$ cat config.mk
export PLATFORM = sky130hd
export DESIGN_NAME = wadc_conv_ctrl
export DESIGN_NICKNAME = d
export VERILOG_FILES = /design/src/rtl/wadc_pkg.sv /design/src/rtl/wadc_sync.sv /design/src/rtl/wadc_phase_timer.sv /design/src/rtl/wadc_chan_counter.sv /design/src/rtl/wadc_conv_ctrl.sv
export SDC_FILE = /design/constraint.sdc
export NUM_CORES = 1
export LEC_CHECK = 0
export BUFFER_PORTS_ARGS = -buffer_cell sky130_fd_sc_hd__buf_2
export CAP_MARGIN = 20
export CELL_PAD_IN_SITES_DETAIL_PLACEMENT = 1
export CELL_PAD_IN_SITES_GLOBAL_PLACEMENT = 1
export CORE_ASPECT_RATIO = 2
export CORE_MARGIN = 10
export CORE_UTILIZATION = 49
export DETAILED_ROUTE_END_ITERATION = 12
export HOLD_SLACK_MARGIN = 0.15
export PLACE_DENSITY = 0.89
export SETUP_SLACK_MARGIN = 0.3
export SLEW_MARGIN = 30
export SYNTH_ARGS = -nofsm -noshare
export SYNTH_HDL_FRONTEND = slang
export SYNTH_SLANG_ARGS = --single-unit
$ cat constraint.sdc
create_clock -name clk -period 3.76 [get_ports clk]
set_input_delay 0.188 -clock clk [delete_from_list [all_inputs] [get_ports clk]]
set_output_delay 0.188 -clock clk [all_outputs]
set_load 0.02 [all_outputs]
$ cat src/rtl/wadc_pkg.sv
package wadc_pkg;
  typedef enum logic [1:0] {
    PH_IDLE = 2'd0,
    PH_PASS = 2'd1,
    PH_HOLD = 2'd2,
    PH_DONE = 2'd3
  } phase_t;
endpackage

$ cat src/rtl/wadc_sync.sv
module wadc_sync #(
  parameter int STAGES = 2
) (
  input  logic clk,
  input  logic rst,
  input  logic d_in,
  output logic q_out
);
  logic [STAGES-1:0] chain_q;

  genvar gi;
  generate
    for (gi = 0; gi < STAGES; gi++) begin : g_stage
      if (gi == 0) begin : g_first
        always_ff @(posedge clk) begin
          if (rst) chain_q[0] <= 1'b0;
          else     chain_q[0] <= d_in;
        end
      end else begin : g_next
        always_ff @(posedge clk) begin
          if (rst) chain_q[gi] <= 1'b0;
          else     chain_q[gi] <= chain_q[gi-1];
        end
      end
    end
  endgenerate

  assign q_out = chain_q[STAGES-1];
endmodule

$ cat src/rtl/wadc_phase_timer.sv
module wadc_phase_timer #(
  parameter int TMR_W = 19
) (
  input  logic             clk,
  input  logic             rst,
  input  logic             load,
  input  logic [TMR_W-1:0] load_val,
  output logic             expired
);
  logic [TMR_W-1:0] remain_q;

  always_ff @(posedge clk) begin
    if (rst)                remain_q <= '0;
    else if (load)          remain_q <= load_val;
    else if (remain_q != 0) remain_q <= remain_q - 1'b1;
  end

  assign expired = (remain_q == '0);

  AST_TMR_COUNTDOWN: assert property (@(posedge clk) disable iff (rst)
    (!load && remain_q != '0) |=> (remain_q == $past(remain_q) - 1'b1))
    else $error("timer did not step down");

  AST_TMR_PARKED: assert property (@(posedge clk) disable iff (rst)
    (!load && remain_q == '0) |=> (remain_q == '0))
    else $error("expired timer moved without load");
endmodule

$ cat src/rtl/wadc_chan_counter.sv
module wadc_chan_counter #(
  parameter int CNT_W   = 8,
  parameter int STAGE_W = 4
) (
  input  logic             clk,
  input  logic             rst,
  input  logic             clr,
  input  logic             en,
  output logic [CNT_W-1:0] count,
  output logic             sat_hit
);
  localparam int STAGES = CNT_W / STAGE_W;

  logic at_top;
  logic step;

  assign at_top = &count;
  assign step   = en && !at_top;

  genvar si;
  generate
    for (si = 0; si < STAGES; si++) begin : g_nib
      logic [STAGE_W-1:0] nib_q;
      logic               nib_inc;
      if (si == 0) begin : g_lo
        assign nib_inc = step;
      end else begin : g_hi
        assign nib_inc = step && (&count[si*STAGE_W-1:0]);
      end
      always_ff @(posedge clk) begin
        if (rst || clr)   nib_q <= '0;
        else if (nib_inc) nib_q <= nib_q + 1'b1;
      end
      assign count[si*STAGE_W +: STAGE_W] = nib_q;
    end
  endgenerate

  always_ff @(posedge clk) begin
    if (rst || clr)       sat_hit <= 1'b0;
    else if (en && at_top) sat_hit <= 1'b1;
  end

  AST_CNT_SATURATE: assert property (@(posedge clk) disable iff (rst)
    (!clr && en && at_top) |=> (&count))
    else $error("counter wrapped past top");

  AST_CNT_IDLE_STABLE: assert property (@(posedge clk) disable iff (rst)
    (!clr && !en) |=> $stable(count))
    else $error("counter moved while disabled");

  AST_CNT_STEP_ONE: assert property (@(posedge clk) disable iff (rst)
    (!clr && en && !at_top) |=> (count == $past(count) + 1'b1))
    else $error("counter carry chain misstepped");
endmodule

$ cat src/rtl/wadc_conv_ctrl.sv
module wadc_conv_ctrl
  import wadc_pkg::*;
#(
  parameter int PASS_CYC  = 25000,
  parameter int HOLD_CYC  = 500000,
  parameter int CNT_W     = 8,
  parameter int STAGE_W   = 4,
  parameter int SYNC_LEN  = 2
) (
  input  logic             clk,
  input  logic             rst,
  input  logic             trig_in,
  input  logic             cmp_in,
  output logic             sw_close,
  output logic [CNT_W-1:0] chan_out,
  output logic             chan_valid,
  output logic             chan_ovf
);
  localparam int LONGEST = (HOLD_CYC > PASS_CYC) ? HOLD_CYC : PASS_CYC;
  localparam int TMR_W   = $clog2(LONGEST + 1);
  localparam logic [TMR_W-1:0] PASS_LD = TMR_W'(PASS_CYC - 1);
  localparam logic [TMR_W-1:0] HOLD_LD = TMR_W'(HOLD_CYC - 1);

  phase_t           phase_q;
  logic             trig_s, trig_d, trig_rise;
  logic             cmp_s;
  logic             tmr_load, tmr_exp;
  logic [TMR_W-1:0] tmr_val;
  logic [CNT_W-1:0] run_cnt;
  logic             run_sat;
  logic             conv_start;

  wadc_sync #(.STAGES(SYNC_LEN)) u_trig_sync (
    .clk(clk), .rst(rst), .d_in(trig_in), .q_out(trig_s));

  wadc_sync #(.STAGES(SYNC_LEN)) u_cmp_sync (
    .clk(clk), .rst(rst), .d_in(cmp_in), .q_out(cmp_s));

  always_ff @(posedge clk) begin
    if (rst) trig_d <= 1'b0;
    else     trig_d <= trig_s;
  end
  assign trig_rise  = trig_s && !trig_d;
  assign conv_start = (phase_q == PH_IDLE) && trig_rise;

  assign tmr_load = conv_start || ((phase_q == PH_PASS) && tmr_exp);
  assign tmr_val  = (phase_q == PH_IDLE) ? PASS_LD : HOLD_LD;

  wadc_phase_timer #(.TMR_W(TMR_W)) u_timer (
    .clk(clk), .rst(rst), .load(tmr_load), .load_val(tmr_val), .expired(tmr_exp));

  wadc_chan_counter #(.CNT_W(CNT_W), .STAGE_W(STAGE_W)) u_count (
    .clk(clk), .rst(rst), .clr(conv_start),
    .en((phase_q == PH_HOLD) && cmp_s),
    .count(run_cnt), .sat_hit(run_sat));

  always_ff @(posedge clk) begin
    if (rst) begin
      phase_q    <= PH_IDLE;
      sw_close   <= 1'b0;
      chan_valid <= 1'b0;
      chan_out   <= '0;
      chan_ovf   <= 1'b0;
    end else begin
      chan_valid <= 1'b0;
      unique case (phase_q)
        PH_IDLE: if (trig_rise) begin
          phase_q  <= PH_PASS;
          sw_close <= 1'b1;
        end
        PH_PASS: if (tmr_exp) begin
          phase_q  <= PH_HOLD;
          sw_close <= 1'b0;
        end
        PH_HOLD: if (tmr_exp) phase_q <= PH_DONE;
        PH_DONE: begin
          chan_out   <= run_cnt;
          chan_ovf   <= run_sat;
          chan_valid <= 1'b1;
          phase_q    <= PH_IDLE;
        end
        default: phase_q <= PH_IDLE;
      endcase
    end
  end

  AST_SW_NEEDS_EDGE: assert property (@(posedge clk) disable iff (rst)
    $rose(sw_close) |-> $past(trig_rise))
    else $error("switch closed without trigger edge");

  AST_HOLD_KEEPS_OPEN: assert property (@(posedge clk) disable iff (rst)
    (phase_q == PH_HOLD) |=> !sw_close)
    else $error("switch closed during hold");

  AST_VALID_ONE_SHOT: assert property (@(posedge clk) disable iff (rst)
    chan_valid |=> !chan_valid)
    else $error("valid strobe longer than one cycle");

  AST_RESULT_STABLE: assert property (@(posedge clk) disable iff (rst)
    !chan_valid |=> (chan_valid || $stable(chan_out)))
    else $error("result changed without strobe");

  AST_OVF_AT_TOP: assert property (@(posedge clk) disable iff (rst)
    (chan_valid && chan_ovf) |-> (&chan_out))
    else $error("overflow reported below top channel");
endmodule

==> run metrics <==
status=completed; WL final=6310 um; core area=4130 um^2; largest net degree at the start of global routing=32; IO buf count=14; die height=113 um; final non-filler cell total=299; Starting Density=50.8%; vias in the first global route=2045; Antenna Nets Post-Route=0; Seq cells post-synth=46; launch point of the worst path=u_timer.remain_q[2]$_SDFFE_PP0P_; diode count=0; worst slack, placed=1.45 ns; top post-synthesis cells by area=dfxtp_1 44%, mux2i_1 6.2%, nor2_1 6.1%, ha_1 4.8%, xnor2_1 3.8%; reg2reg path depth=5; crit share post-route=63.7%; first-pass GRT wire length=10400 um; Post-synth EDFFs=0; dpl hpwl=4260 um; DP Cell Count=289; Syn Nets=243; Final Max Slew Viols=0; Max Clk Rate=417 MHz; Final Skew=0.00731 ns; GPL Wtd Cong=0.886; Slew HR=58.8%; Post-CTS Setup Bufs=0; RSZ-0062 raised after global routing=false; initial antenna violation count=0; Max-cap violations=0; CTS buffer count=5; Pwr Density=782 nW/um^2; Leakage=0.892 nW; DIE AREA=7460 um^2; row count=33; DRT iter0 DRCs=66; CP required=3.93 ns; Die W=66.3 um; synthesized area=2100 um^2; share of layout cells above drive strength 1=11.3%; clock tree root buffer cell=clkbuf_8; syn avg cell area=9.08 um^2; CP Class=reg2reg; Netlist cell types=44; Tmin final=2.40 ns; crit path capture type=register; DRC viols=0; most frequent cells in the layout=46 x dfxtp_1, 34 x nor2_1, 15 x nand2_1, 14 x buf_2, 13 x mux2i_1; Worst-Margin Slew=0.613 ns; commonest non-fill, non-tap cell in the layout=dfxtp_1; FFs w/ async S/R, synth=0%; crit path DAT=2.57 ns; Seq/Total Area, Yosys=43.9%; Hold Fails Final Rpt=0; Post-CTS Hold Fix Bufs=2; fill cell count=505; Ys Warns=0; CTS H-tree lvls=2; Min-Delay Path Depth=2; Synth top area share=43.9%; final setup violating endpoints=0; CTS Sinks=46; Setup crit end=phase_q[0]$_SDFFE_PP0P_; worst r2r src=u_timer.remain_q[2]$_SDFFE_PP0P_; synthesized instance count=231; largest area contributor in the synthesized netlist=dfxtp_1; CTS resizes=0; grt total ovfl=0; r2r endpoint=phase_q[0]$_SDFFE_PP0P_; Worst Setup Slack, final=1.36 ns; Clk Latency, worst-skew pair=0.31 ns; Layout area overhead=11.2%; Worst setup SP type=register; Final Power=1.82 mW; via/cell ratio=6.14; crit-path max FO=10; TNS Setup=0 ns; Pre-antenna DRT Iters=4; clock transition at the registers of the reported paths=0.09 ns; maximum clock path buffer count=2; hold_ws=0.368 ns; final net count=258; routed wire length per instance=21.1 um; Min-Delay Path Class=in2reg; VDD IR max=0.000383 V; dominant synthesized flop cell=dfxtp_1; Total GRT Usage=18.0%; flop2flop setup slack=1.36 ns; routed vias=1837; CTS tree=done; Ports=15
-- critical path, stage by stage (launching register included) --
cell	delay, ns
dfxtp_1	0.37
or4_4	0.57
nor4_4	0.57
nand2_1	0.22
a211oi_1	0.43
a211oi_1	0.10
-- area by class of cell --
class	count	area [um^2]	share of cell area (%)
Clock buffer	7	76.3	3.27
Clock inverter	1	30.0	1.29
Inverter	5	18.8	0.805
Multi-Input combinational cell	171	1120	48.1
Sequential cell	46	921	39.5
Tap cell	52	65.1	2.79
Timing Repair Buffer	17	97.6	4.19
-- per-stage QoR --
stage	instance area (um^2)	utilization, %
floorplan	2100	-
global placement	2200	53.4
detailed placement	2200	53.4
CTS	2330	56.5
global route	2330	56.5
finish	2330	56.5
-- synth_stat cells (all sizes together), types with 2 or more instances --
library cell / count
a31oi: 9
inv: 5
nor3: 6
a211oi: 3
nand4: 3
clkbuf: 7
o21ai: 7
nor4: 5
nand2b: 3
a41oi: 2
nor2: 34
a311oi: 3
nand3: 8
or3: 3
or2: 4
xnor2: 9
or4: 6
a2111oi: 2
nand2: 15
mux2i: 13
buf: 2
ha: 8
dfxtp: 46
xor2: 4
nor2b: 6
a21oi: 5
-- routing by layer --
metal	share of wire (%)	global-route usage [%]	up-vias
met2	56	32.8	56
li1	-	-	850
met3	3.5	4.08	32
met5	0	0	-
met1	33	16.1	899
met4	7.1	13.2	0
-- power by group --
group          switching (mW)  leakage [nW]  internal [mW]
Clock                   0.177        0.0524          0.199
Combinational           0.509         0.465          0.289
Sequential             0.0793         0.375          0.570
Total                   0.765         0.892           1.06
-- registers in the layout, indices dropped and copies added, names as in the netlist, 2 cells and up --
signal,cells
phase_q,2
chan_out,8
u_timer.remain_q,19
u_count.g_nib.nib_q,8
-- worst min-delay path by stage --
| stage | from | end |
|---|---|---|
| 6_report | rst | sw_close$_SDFFE_PP0P_ |
| 5_1_grt | rst | chan_out[7]$_SDFFE_PP0P_ |
| 2_1_floorplan | cmp_in | u_cmp_sync.chain_q[0]$_SDFF_PP0_ |
| 3_3_place_gp | trig_in | u_trig_sync.chain_q[0]$_SDFF_PP0_ |
| 4_1_cts | rst | chan_out[7]$_SDFFE_PP0P_ |
| 3_5_place_dp | trig_in | u_trig_sync.chain_q[0]$_SDFF_PP0_ |
-- cell families (layout without fill, tap and decap cells) --
| logic type | after synthesis | count (layout) | share of synthesized area [%] |
|---|---|---|---|
| XOR/XNOR | 13 | 13 | 5.43 |
| multiplexers | 13 | 13 | 6.21 |
| buffers and inverters | 14 | 30 | 2.57 |
| AND/OR/NAND/NOR | 99 | 99 | 24.9 |
| adder cells (fa/ha/maj) | 8 | 8 | 4.77 |
| AO/OA/AOI/OAI | 38 | 38 | 12.2 |
| flip-flops | 46 | 46 | 43.9 |
(Power assumes the default switching activity.)
